File: src/rtl/cursor_pkg.sv
package cursor_pkg;
  localparam int CUR_DIM   = 64;
  localparam int CUR_IDX_W = $clog2(CUR_DIM);
  localparam int ROW_BYTES = 48;
  localparam int ROW_W     = ROW_BYTES * 8;
  localparam int MADDR_W   = 24;
  localparam int BASE_LSB  = 10;
  localparam int BASE_W    = MADDR_W - BASE_LSB;
  localparam int PAL_N     = 16;
  localparam int PAL_IDX_W = $clog2(PAL_N);
  localparam int RGB_W     = 24;

  localparam logic [7:0] RA_XLO   = 8'h00;
  localparam logic [7:0] RA_XHI   = 8'h01;
  localparam logic [7:0] RA_YLO   = 8'h02;
  localparam logic [7:0] RA_YHI   = 8'h03;
  localparam logic [7:0] RA_BLO   = 8'h04;
  localparam logic [7:0] RA_BHI   = 8'h05;
  localparam logic [7:0] RA_CTRL  = 8'h06;
  localparam logic [1:0] RA_PAL_PAGE = 2'b01;
  localparam logic [7:0] CTRL_PAL16  = 8'h04;
endpackage

File: src/rtl/cursor_regs.sv
module cursor_regs
  import cursor_pkg::*;
#(
  parameter int POS_W = 16
) (
  input  logic                 clk,
  input  logic                 rst_n,
  input  logic                 we,
  input  logic [7:0]           addr,
  input  logic [7:0]           wdata,
  input  logic                 vblank,
  output logic [POS_W-1:0]     act_x,
  output logic [POS_W-1:0]     act_y,
  output logic [BASE_W-1:0]    base,
  output logic                 mode_on,
  output logic                 pal_we,
  output logic [PAL_IDX_W-1:0] pal_idx,
  output logic [1:0]           pal_lane
);
  logic [POS_W-1:0]  pend_x_q, pend_y_q, act_x_q, act_y_q;
  logic [POS_W-1:0]  pend_x_n, pend_y_n, act_x_n, act_y_n;
  logic [BASE_W-1:0] base_q, base_n;
  logic [7:0]        ctrl_q, ctrl_n;
  logic              vb_q;
  logic              vb_rise;

  assign vb_rise = vblank && !vb_q;

  always_comb begin
    pend_x_n = pend_x_q;
    pend_y_n = pend_y_q;
    base_n   = base_q;
    ctrl_n   = ctrl_q;
    if (we) begin
      case (addr)
        RA_XLO:  pend_x_n[7:0]          = wdata;
        RA_XHI:  pend_x_n[POS_W-1:8]    = wdata[POS_W-9:0];
        RA_YLO:  pend_y_n[7:0]          = wdata;
        RA_YHI:  pend_y_n[POS_W-1:8]    = wdata[POS_W-9:0];
        RA_BLO:  base_n[7:0]            = wdata;
        RA_BHI:  base_n[BASE_W-1:8]     = wdata[BASE_W-9:0];
        RA_CTRL: ctrl_n                 = wdata;
        default: ;
      endcase
    end
    act_x_n = vb_rise ? pend_x_q : act_x_q;
    act_y_n = vb_rise ? pend_y_q : act_y_q;
  end

  always_ff @(posedge clk or negedge rst_n) begin
    if (!rst_n) begin
      pend_x_q <= '0;
      pend_y_q <= '0;
      act_x_q  <= '0;
      act_y_q  <= '0;
      base_q   <= '0;
      ctrl_q   <= '0;
      vb_q     <= 1'b0;
    end else begin
      pend_x_q <= pend_x_n;
      pend_y_q <= pend_y_n;
      act_x_q  <= act_x_n;
      act_y_q  <= act_y_n;
      base_q   <= base_n;
      ctrl_q   <= ctrl_n;
      vb_q     <= vblank;
    end
  end

  assign act_x    = act_x_q;
  assign act_y    = act_y_q;
  assign base     = base_q;
  assign mode_on  = (ctrl_q == CTRL_PAL16);
  assign pal_we   = we && (addr[7:6] == RA_PAL_PAGE) && (addr[1:0] != 2'b11);
  assign pal_idx  = addr[2 +: PAL_IDX_W];
  assign pal_lane = addr[1:0];

  // active position moves only on a blanking rising edge
  a_r1_shadow_hold: assert property (@(posedge clk) disable iff (!rst_n)
    !(vblank && !vb_q) |=> ($stable(act_x_q) && $stable(act_y_q)));
endmodule

File: src/rtl/cursor_fetch.sv
module cursor_fetch
  import cursor_pkg::*;
#(
  parameter int POS_W = 16
) (
  input  logic                 clk,
  input  logic                 rst_n,
  input  logic [POS_W-1:0]     px_x,
  input  logic [POS_W-1:0]     px_y,
  input  logic                 px_valid,
  input  logic [POS_W-1:0]     act_x,
  input  logic [POS_W-1:0]     act_y,
  input  logic [BASE_W-1:0]    base,
  input  logic                 mode_on,
  output logic                 mem_rd_en,
  output logic [MADDR_W-1:0]   mem_rd_addr,
  output logic                 s1_valid,
  output logic                 s1_hit,
  output logic [CUR_IDX_W-1:0] s1_col
);
  logic [POS_W:0]       x_end, y_end;
  logic                 cov_x, cov_y, hit;
  logic [POS_W-1:0]     dx, dy;
  logic [CUR_IDX_W-1:0] col, row;
  logic                 valid_q, hit_q;
  logic [CUR_IDX_W-1:0] col_q;

  always_comb begin
    x_end = {1'b0, px_x} + (POS_W+1)'(CUR_DIM);
    y_end = {1'b0, px_y} + (POS_W+1)'(CUR_DIM);
    cov_x = (px_x < act_x) && (x_end >= {1'b0, act_x});
    cov_y = (px_y < act_y) && (y_end >= {1'b0, act_y});
    dx    = px_x - act_x;
    dy    = px_y - act_y;
    col   = dx[CUR_IDX_W-1:0];
    row   = dy[CUR_IDX_W-1:0];
    hit   = px_valid && mode_on && cov_x && cov_y;
  end

  assign mem_rd_en   = hit;
  assign mem_rd_addr = {base, {BASE_LSB{1'b0}}}
                     + (MADDR_W'(row) * MADDR_W'(ROW_BYTES));

  always_ff @(posedge clk or negedge rst_n) begin
    if (!rst_n) begin
      valid_q <= 1'b0;
      hit_q   <= 1'b0;
      col_q   <= '0;
    end else begin
      valid_q <= px_valid;
      hit_q   <= hit;
      col_q   <= col;
    end
  end

  assign s1_valid = valid_q;
  assign s1_hit   = hit_q;
  assign s1_col   = col_q;

  // a parked X never yields coverage
  a_r3_parked_no_hit: assert property (@(posedge clk) disable iff (!rst_n)
    (act_x == '0) |=> !s1_hit);
  // a row read is only issued for a valid pixel
  a_r5_read_needs_valid: assert property (@(posedge clk) disable iff (!rst_n)
    mem_rd_en |-> (px_valid && mode_on));
endmodule

File: src/rtl/cursor_palette.sv
module cursor_palette
  import cursor_pkg::*;
(
  input  logic                 clk,
  input  logic                 rst_n,
  input  logic                 pal_we,
  input  logic [PAL_IDX_W-1:0] pal_idx,
  input  logic [1:0]           pal_lane,
  input  logic [7:0]           pal_data,
  input  logic                 s1_valid,
  input  logic                 s1_hit,
  input  logic [CUR_IDX_W-1:0] s1_col,
  input  logic [ROW_W-1:0]     row_data,
  output logic                 out_valid,
  output logic                 out_pass,
  output logic [RGB_W-1:0]     out_rgb
);
  logic [PAL_N-1:0][RGB_W-1:0] pal_q;
  logic [PAL_N-1:0][RGB_W-1:0] pal_n;
  logic [PAL_N-1:0]            pal_en;

  for (genvar g = 0; g < PAL_N; g++) begin : g_entry
    always_comb begin
      pal_en[g] = pal_we && (pal_idx == PAL_IDX_W'(g));
      pal_n[g]  = pal_q[g];
      pal_n[g][8*pal_lane +: 8] = pal_data;
    end
    always_ff @(posedge clk or negedge rst_n) begin
      if (!rst_n)         pal_q[g] <= '0;
      else if (pal_en[g]) pal_q[g] <= pal_n[g];
    end
  end

  logic                 transp;
  logic [PAL_IDX_W-1:0] idx;
  logic                 pass_n;
  logic [RGB_W-1:0]     rgb_n;
  logic                 valid_q, pass_q;
  logic [RGB_W-1:0]     rgb_q;

  always_comb begin
    transp = row_data[ROW_W-1-int'(s1_col)];
    idx    = row_data[{s1_col, 2'b00} +: PAL_IDX_W];
    pass_n = !(s1_valid && s1_hit && !transp);
    rgb_n  = pass_n ? '0 : pal_q[idx];
  end

  always_ff @(posedge clk or negedge rst_n) begin
    if (!rst_n) begin
      valid_q <= 1'b0;
      pass_q  <= 1'b1;
      rgb_q   <= '0;
    end else begin
      valid_q <= s1_valid;
      pass_q  <= pass_n;
      rgb_q   <= rgb_n;
    end
  end

  assign out_valid = valid_q;
  assign out_pass  = pass_q;
  assign out_rgb   = rgb_q;

  // pass-through pixels carry black
  a_r9_pass_black: assert property (@(posedge clk) disable iff (!rst_n)
    out_pass |-> (out_rgb == '0));
  // stage-two valid follows stage-one valid
  a_r9_stage_valid: assert property (@(posedge clk) disable iff (!rst_n)
    out_valid == $past(s1_valid));
endmodule

File: src/rtl/cursor_overlay.sv
module cursor_overlay
  import cursor_pkg::*;
#(
  parameter int POS_W = 16
) (
  input  logic               clk,
  input  logic               rst_n,
  input  logic               reg_we,
  input  logic [7:0]         reg_addr,
  input  logic [7:0]         reg_wdata,
  input  logic               vblank,
  input  logic [POS_W-1:0]   px_x,
  input  logic [POS_W-1:0]   px_y,
  input  logic               px_valid,
  output logic               mem_rd_en,
  output logic [MADDR_W-1:0] mem_rd_addr,
  input  logic [ROW_W-1:0]   mem_rd_data,
  output logic               out_valid,
  output logic               out_pass,
  output logic [RGB_W-1:0]   out_rgb
);
  logic [1:0] rst_sync_q;
  logic       rst_int_n;

  always_ff @(posedge clk or negedge rst_n) begin
    if (!rst_n) rst_sync_q <= 2'b00;
    else        rst_sync_q <= {rst_sync_q[0], 1'b1};
  end
  assign rst_int_n = rst_sync_q[1];

  logic [POS_W-1:0]     act_x, act_y;
  logic [BASE_W-1:0]    base;
  logic                 mode_on;
  logic                 pal_we;
  logic [PAL_IDX_W-1:0] pal_idx;
  logic [1:0]           pal_lane;
  logic                 s1_valid, s1_hit;
  logic [CUR_IDX_W-1:0] s1_col;

  cursor_regs #(.POS_W(POS_W)) u_regs (
    .clk(clk), .rst_n(rst_int_n), .we(reg_we), .addr(reg_addr),
    .wdata(reg_wdata), .vblank(vblank), .act_x(act_x), .act_y(act_y),
    .base(base), .mode_on(mode_on), .pal_we(pal_we), .pal_idx(pal_idx),
    .pal_lane(pal_lane)
  );

  cursor_fetch #(.POS_W(POS_W)) u_fetch (
    .clk(clk), .rst_n(rst_int_n), .px_x(px_x), .px_y(px_y),
    .px_valid(px_valid), .act_x(act_x), .act_y(act_y), .base(base),
    .mode_on(mode_on), .mem_rd_en(mem_rd_en), .mem_rd_addr(mem_rd_addr),
    .s1_valid(s1_valid), .s1_hit(s1_hit), .s1_col(s1_col)
  );

  cursor_palette u_pal (
    .clk(clk), .rst_n(rst_int_n), .pal_we(pal_we), .pal_idx(pal_idx),
    .pal_lane(pal_lane), .pal_data(reg_wdata), .s1_valid(s1_valid),
    .s1_hit(s1_hit), .s1_col(s1_col), .row_data(mem_rd_data),
    .out_valid(out_valid), .out_pass(out_pass), .out_rgb(out_rgb)
  );

  // fixed two-cycle latency on the valid flag
  a_r9_latency: assert property (@(posedge clk) disable iff (!rst_int_n)
    out_valid == $past(px_valid, 2));
  // a disabled mode forces pass-through
  a_r4_off_passes: assert property (@(posedge clk) disable iff (!rst_int_n)
    !$past(mode_on, 2) |-> out_pass);
endmodule

File: config.mk
export PLATFORM = sky130hd
export DESIGN_NAME = cursor_overlay
export DESIGN_NICKNAME = d
export VERILOG_FILES = /design/src/rtl/cursor_pkg.sv /design/src/rtl/cursor_regs.sv /design/src/rtl/cursor_fetch.sv /design/src/rtl/cursor_palette.sv /design/src/rtl/cursor_overlay.sv
export SDC_FILE = /design/constraint.sdc
export NUM_CORES = 1
export LEC_CHECK = 0
export BUFFER_PORTS_ARGS = -buffer_cell sky130_fd_sc_hd__clkbuf_2
export CAP_MARGIN = 20
export CORE_UTILIZATION = 51
export DETAILED_ROUTE_END_ITERATION = 6
export PLACE_DENSITY_LB_ADDON = 0.05
export SYNTH_ARGS = -nofsm -noshare
export SYNTH_HDL_FRONTEND = slang
export SYNTH_HIERARCHICAL = 1
export SYNTH_SLANG_ARGS = --single-unit
File: constraint.sdc
create_clock -name clk -period 13.9 [get_ports clk]
set_input_delay 1.39 -clock clk [delete_from_list [all_inputs] [get_ports clk]]
set_output_delay 1.39 -clock clk [all_outputs]
set_load 0.01 [all_outputs]
==> impl_results.md, run 1 <==
- Outcome: complete, no violations
- Max Clock Freq: 153.9 MHz
- Final hold vios: 0
- Crit end category: primary output
- Top Family by Delay on Critical Path: adder cells
- Post-synthesis adder-cell area fraction: 0.03225
- Seq/Total Area, Yosys: 0.4781
- Finish-stage setup viols: 0
- WP data required: 12.51 ns
- Clock period minus worst slack: 6.497 ns
- Post-synthesis mux area share: 0.1929
- Pwr/cell area: 121.8 mW/mm2
- Post-synth top area cell: dfrtp_1
- Inserted Clock Buffers: 53
- DP Area: 0.02889 mm2
- Final Cell Area: 0.03061 mm2
- Biggest cell delay along the critical path: 0.47 ns
- Buffer count from post-CTS setup fixing: 0
- TritonRoute pass-1 iters: 6
- Area contributors post-synth: dfrtp_1 48%, mux2_2 7.8%, nand2_1 7.4%
- Worst path most repeated cell: inv_1
- Die area: 0.05296 mm2
- Setup TNS: 0 ns
- Max Root-Sink Buffers: 3
- Worst vdd ir: 0.1051 mV
- Post-synth ARST share: 1.000
- Hold WS: 0.3104 ns
- Die height: 230.1 um
- Nets: 3327
- Initial antenna violation count: 12
- Post-synth top flop: dfrtp_1
- Synth cell types: 82
- R2R cell count: 11
- CTS tree: built
- Wire length per cell: 23.04 um
- CTS Sinks: 507
- WP buf/inv: 6
- Transition time of the tightest slew-check pin: 1.146 ns
- Leakage: 14.34 nW
- Max-cap violations: 0
- DRT Wirelength: 81790 um
- Core Box Area: 0.05141 mm2
- HPWL after detailed placement: 56040 um
- Port bufs: 419
- DRT iter0 DRCs: 1763
- Detail Route Antenna Nets: 0
- Netlist Area Pre-Place: 0.02654 mm2
- DRC viols: 0
- Final Max Slew Viols: 0
- Synth Area in Simple Gates: 0.1156
- Tcrit/Tclk final: 0.4674
- Worst-path clk slew: 0.05 ns
- Worst hold path class: reg -> async
- Max H-tree Level: 2
- Drt via density: 5.949
- CP max FO: 4
- Cell row count: 83
- RSZ-0062 raised after global routing: false
- Critical path arrival: 5.11 ns
- Initial core utilization: 0.5163
- GRT overflow: 0
- Area fraction of the dominant cell type after synthesis: 0.4771
- Largest net degree at the start of global routing: 169
- Setup Crit Path Kind: in -> out
- I/O pins: 488
- Root Buffer: clkbuf_16
- Post-Synth XOR/XNOR Area: 0.01188
- Crit path depth: 19
- Commonest non-fill, non-tap cell in the layout: nand2_1
- Clock Latency Late Sink: 0.60 ns
- Post-Syn Instances: 2499
- Total power: 3.729 mW
- DIE WIDTH: 230.1 um
- Worst setup SP type: input pin
- Largest family of logic cells by synthesized area: multiplexers
- Tot GR Track Use: 0.3106
- Global-route wire length before repair: 125000 um
- Critical Path, Cell by Cell: clkbuf_2, inv_1, ha_1, inv_1, fa_1, xor2_1, inv_1, fa_1, inv_1, a21oi_1, or3_1, a21boi_1, ha_1, a21oi_1, nor2_1, and3_1, nand3_1, xnor2_1, clkbuf_2
- Final Wtd Congestion: 0.8890
- Compound-Gate Fraction of Synth Area: 0.1306
- Avg Cell Area, Syn: 10.62 um2
- CTS resizes: 0
- Vias in the first global route: 21151
- Synth warn: 6
- Critical path's slowest cell: fa_1
- Commonest non-fill, non-tap cells in the layout: 524 x nand2_1, 502 x dfrtp_1, 419 x clkbuf_2
- Via count: 21119
- Layout area overhead: 15.34%
- Worst slew margin: 0.2363
- Synth Register Bits: 507
- Share of layout cells above drive strength 1: 0.2869
- # hold bufs at CTS: 0
- Fillers: 4430
- Final core area utilization: 0.5955
- Clock skew: 0.01775 ns
- EDFF count, synth: 0
cell families after synthesis:
logic type                 count (synthesis)
muxes                                    374
buffers and inverters                    223
AOI/OAI and AO/OA                        588
adders and majority gates                 66
DFF                                      507
and+or+nand+nor                          703
other                                      2
xor gates and xnor gates                  36
Yosys cell counts (11+ instances only):
cell type	n
nand2_1	524
buf_4	16
a32o_1	24
nor2b_1	16
o21ai_0	372
nor2_1	38
and3_1	11
mux2_2	184
nand4_1	11
o221ai_1	48
ha_1	62
buf_2	46
xor2_1	13
clkbuf_1	103
mux4_2	87
dfrtp_1	506
o22ai_1	26
a21oi_1	60
nand3_1	33
inv_1	48
nand2b_1	11
nor3_1	13
xnor2_1	23
mux2i_1	93
where the power goes:
part	total, mW	internal, mW	switching [mW]
Clock	1.37	0.800	0.572
Combinational	0.828	0.323	0.505
Sequential	1.53	1.50	0.0261
Total	3.73	2.63	1.10
stage by stage:
stage | setup WS, ns | cells
6_report | 7.403 | 3550
3_3_place_gp | 7.457 | 3447
2_1_floorplan | 5.645 | 2502
3_5_place_dp | 7.409 | 3448
4_1_cts | 7.390 | 3541
5_1_grt | 7.175 | 3548
worst paths after layout:
kind / from / end / slack (ns)
worst max-delay path: px_y[0] / mem_rd_addr[23] / 7.40
worst min-delay path: rst_sync_q[1]$_DFF_PN0_ / u_pal/pal_q[279]$_DFFE_PN0P_ / 0.31
worst max register to register: u_fetch/s1_col[0]$_DFF_PN0_ / u_pal/out_rgb[4]$_DFF_PN0_ / 8.40
worst min register to register: rst_sync_q[1]$_DFF_PN0_ / u_pal/pal_q[279]$_DFFE_PN0P_ / 0.31
max in group asynchronous: rst_sync_q[1]$_DFF_PN0_ / u_pal/pal_q[141]$_DFFE_PN0P_ / 10.75
min in group clk: rst_sync_q[0]$_DFF_PN0_ / rst_sync_q[1]$_DFF_PN0_ / 0.35
state kept, by name, summed over array words and instances (netlist names):
register          flops
u_regs/pend_y_q      16
u_fetch/s1_col        6
u_fetch/s1_valid      1
u_regs/base          14
u_regs/act_x         16
u_regs/vb_q           1
u_regs/ctrl_q         8
u_pal/pal_q         384
u_fetch/s1_hit        1
u_pal/out_rgb        24
u_regs/act_y         16
u_pal/out_pass        1
u_pal/out_valid       1
u_regs/pend_x_q      16
rst_sync_q            2
per-layer routing:
metal	vias up	track usage	part of all wire
met1	10549	0.4213	0.43
li1	9606	-	-
met5	-	0	0.00077
met4	8	0.1140	0.034
met2	815	0.4964	0.46
met3	141	0.05952	0.075
final cells by class:
cell class	count	area (um2)	area share
clock inverters	15	136.4	0.004455
multi-input cells	1772	12880	0.4208
clock buffers	78	1541	0.05036
flip-flops and latches	507	12700	0.4148
repair buffers	441	2300	0.07513
inverters	49	183.9	0.006009
diodes	8	20.02	0.0006540
well taps	680	850.8	0.02779
Power figures use the tool's default switching activity.
==> run 2, diff against run 1 <==
Clock period 13.9 ns to 5.8 ns, I/O delays scaled along.
==> run 2 against run 1 <==
  * Final area about the same
  * Core utilization hardly changed
  * Wire length down 0.13%
  * Non-clock buffer count grew 8
  * Clock skew up 0.015 ns
  * Combinational power rose by 140%
  * Via count decreased by 0.55%
  * Total power rose by 140%
  * Global-route usage down 0.052 points
  * Count of clock-buffer cells in the layout grew 6
  * Cell count grew 0.14%
==> impl_results.md, run 2 (synthesized netlist as in run 1, its figures left out) <==
- Leakage: 14.33 nW (about the same)
- Max Root-Sink Buffers: 3 (unchanged)
- DRC viols: 0 (unchanged)
- Buffer count from post-CTS setup fixing: 0 (unchanged)
- Top reg by flops: u_pal/pal_q
- RSZ-0062 raised after global routing: false
- Clock period minus worst slack: 5.086 ns
- Worst path most repeated cell: inv_1
- Final Cell Area: 0.03059 mm2 (about the same)
- Outcome: complete, no violations
- Commonest non-fill, non-tap cells in the layout: 524 x nand2_1, 502 x dfrtp_1, 419 x clkbuf_2
- GRT overflow: 0 (unchanged)
- Register Area: 0.01270 mm2 (unchanged)
- Port bufs: 419 (unchanged)
- Via count: 21003 (-0.55%)
- Final Max Slew Viols: 0 (unchanged)
- Finish-stage setup viols: 0 (unchanged)
- HPWL after detailed placement: 56730 um (+1.2%)
- Tcrit/Tclk final: 0.8769
- Max reg flops: 384 (unchanged)
- Pwr/cell area: 288.2 mW/mm2 (+140%)
- Share of layout cells above drive strength 1: 0.2859 (-0.0009488)
- Biggest cell delay along the critical path: 0.46 ns (about the same)
- Layout area overhead: 15.26% (about the same)
- Crit end category: primary output
- Initial core utilization: 0.5163 (unchanged)
- Critical path arrival: 4.51 ns (-0.60 ns)
- Critical Path, Cell by Cell: ha_1, inv_1, fa_1, xor2_1, inv_1, fa_1, inv_1, a21oi_1, or3_1, a21boi_1, ha_1, a21oi_1, nor2_1, and3_1, nand3_1, xnor2_1, clkbuf_2
- Commonest non-fill, non-tap cell in the layout: nand2_1
- Worst slew margin: 0.2469 (+0.01059)
- Wire length per cell: 22.98 um (-0.27%)
- CTS tree: built
- Final Wtd Congestion: 0.9041 (+1.7%)
- Final hold vios: 0 (unchanged)
- DRT iter0 DRCs: 1758 (-0.28%)
- Core Box Area: 0.05141 mm2 (unchanged)
- # hold bufs at CTS: 1 (+1)
- Root Buffer: clkbuf_16
- Setup TNS: 0 ns (unchanged)
- Fillers: 4353 (-1.7%)
- Tot GR Track Use: 0.3101 (-0.0005216)
- CTS Sinks: 507 (unchanged)
- Setup Crit Path Kind: reg -> out
- CP max FO: 4 (unchanged)
- Worst hold path class: in -> reg
- Die height: 230.1 um (unchanged)
- Worst vdd ir: 0.2279 mV (+120%)
- Drt via density: 5.908 (-0.69%)
- Cell row count: 83 (unchanged)
- I/O pins: 488 (unchanged)
- Detail Route Antenna Nets: 0 (unchanged)
- Largest net degree at the start of global routing: 174 (+3.0%)
- DP Area: 0.02897 mm2 (+0.25%)
- Max Clock Freq: 196.6 MHz
- Nets: 3334 (+0.21%)
- Global-route wire length before repair: 125200 um (+0.18%)
- Clock skew: 0.03312 ns (+0.01537 ns)
- Total power: 8.817 mW (+140%)
- DIE WIDTH: 230.1 um (unchanged)
- Clock Latency Late Sink: 0.60 ns (about the same)
- WP data required: 5.22 ns (-7.29 ns)
- Initial antenna violation count: 8 (-4)
- Die area: 0.05296 mm2 (unchanged)
- CTS resizes: 0 (unchanged)
- TritonRoute pass-1 iters: 5 (-1)
- Max H-tree Level: 2 (unchanged)
- Vias in the first global route: 21303 (+0.72%)
- DRT Wirelength: 81690 um (-0.13%)
- Inserted Clock Buffers: 52 (-1.9%)
- Transition time of the tightest slew-check pin: 1.127 ns (-0.01832 ns)
- Max-cap violations: 0 (unchanged)
- Critical path's slowest cell: fa_1
- Multi-input logic area: 0.01287 mm2 (about the same)
- Worst setup SP type: flop
- Worst-path clk slew: 0.06 ns (about the same)
run 2: cell types whose count changed in the layout (fill, tap and decap cells not counted), sizes merged:
cell,change
buf,+7
clkinv,-7
clkbuf,+6
bufinv,-2
diode,-1
dlygate4sd3,+1
inv,+1
run 2: power by group:
group / switching, mW / total (mW) / internal (mW)
Combinational: 1.19 / 1.98 / 0.788
Sequential: 0.0792 / 3.68 / 3.60
Clock: 1.35 / 3.16 / 1.80
run 2: path summary, 6_finish.rpt:
path | startpoint | end | slack (ns) | cells after the start
worst max-delay path | u_regs/act_y[0]$_DFFE_PN0P_ | mem_rd_addr[23] | 0.71 | 17
worst min-delay path | vblank | u_regs/vb_q$_DFF_PN0_ | 0.12 | 1
worst max register to register | u_fetch/s1_col[0]$_DFF_PN0_ | u_pal/out_rgb[3]$_DFF_PN0_ | 1.18 | 9
worst min register to register | rst_sync_q[0]$_DFF_PN0_ | rst_sync_q[1]$_DFF_PN0_ | 0.35 | 0
max in group asynchronous | rst_sync_q[1]$_DFF_PN0_ | u_pal/pal_q[139]$_DFFE_PN0P_ | 3.66 | 2
min in group asynchronous | rst_n | rst_sync_q[0]$_DFF_PN0_ | 0.29 | 2
run 2: layout make-up:
| type | count | share of cell area |
|---|---|---|
| timing repair buffer | 449 | 0.07763 |
| tap | 680 | 0.02781 |
| sequential | 507 | 0.4151 |
| antenna | 7 | 0.0005726 |
| clock buffer | 84 | 0.05039 |
| multi-input combinational | 1772 | 0.4209 |
| clock inverter | 7 | 0.001636 |
| inverter | 49 | 0.006012 |
run 2: through the flow:
stage               hold WS, ns  instances  utilization  setup slack (ns)
global route            0.09251       3550       0.5949            0.4723
detailed placement       0.3379       3455       0.5635            0.9404
CTS                     0.08431       3547       0.5946            0.6613
global placement         0.3365       3455       0.5635             1.015
finish                   0.1157       3555       0.5951            0.7142
floorplan                0.2844       2502            -            0.8599
run 2: per-layer routing:
metal / vias up / wire length, um / global-route usage
met4: 8 / 3239 / 0.1213
met3: 141 / 6422 / 0.06771
met5: - / 46 / 0
li1: 9619 / - / -
met2: 751 / 37300 / 0.4919
met1: 10484 / 34680 / 0.4154
run 2: critical path, delay by kind of cell (launching register included):
| family | cells | cell delay (ns) |
|---|---|---|
| fa+ha+maj | 4 | 1.40 |
| simple gates | 4 | 0.81 |
| compound gates | 3 | 0.58 |
| buf+inv | 4 | 0.39 |
| xor+xnor | 2 | 0.38 |
| flops | 1 | 0.34 |
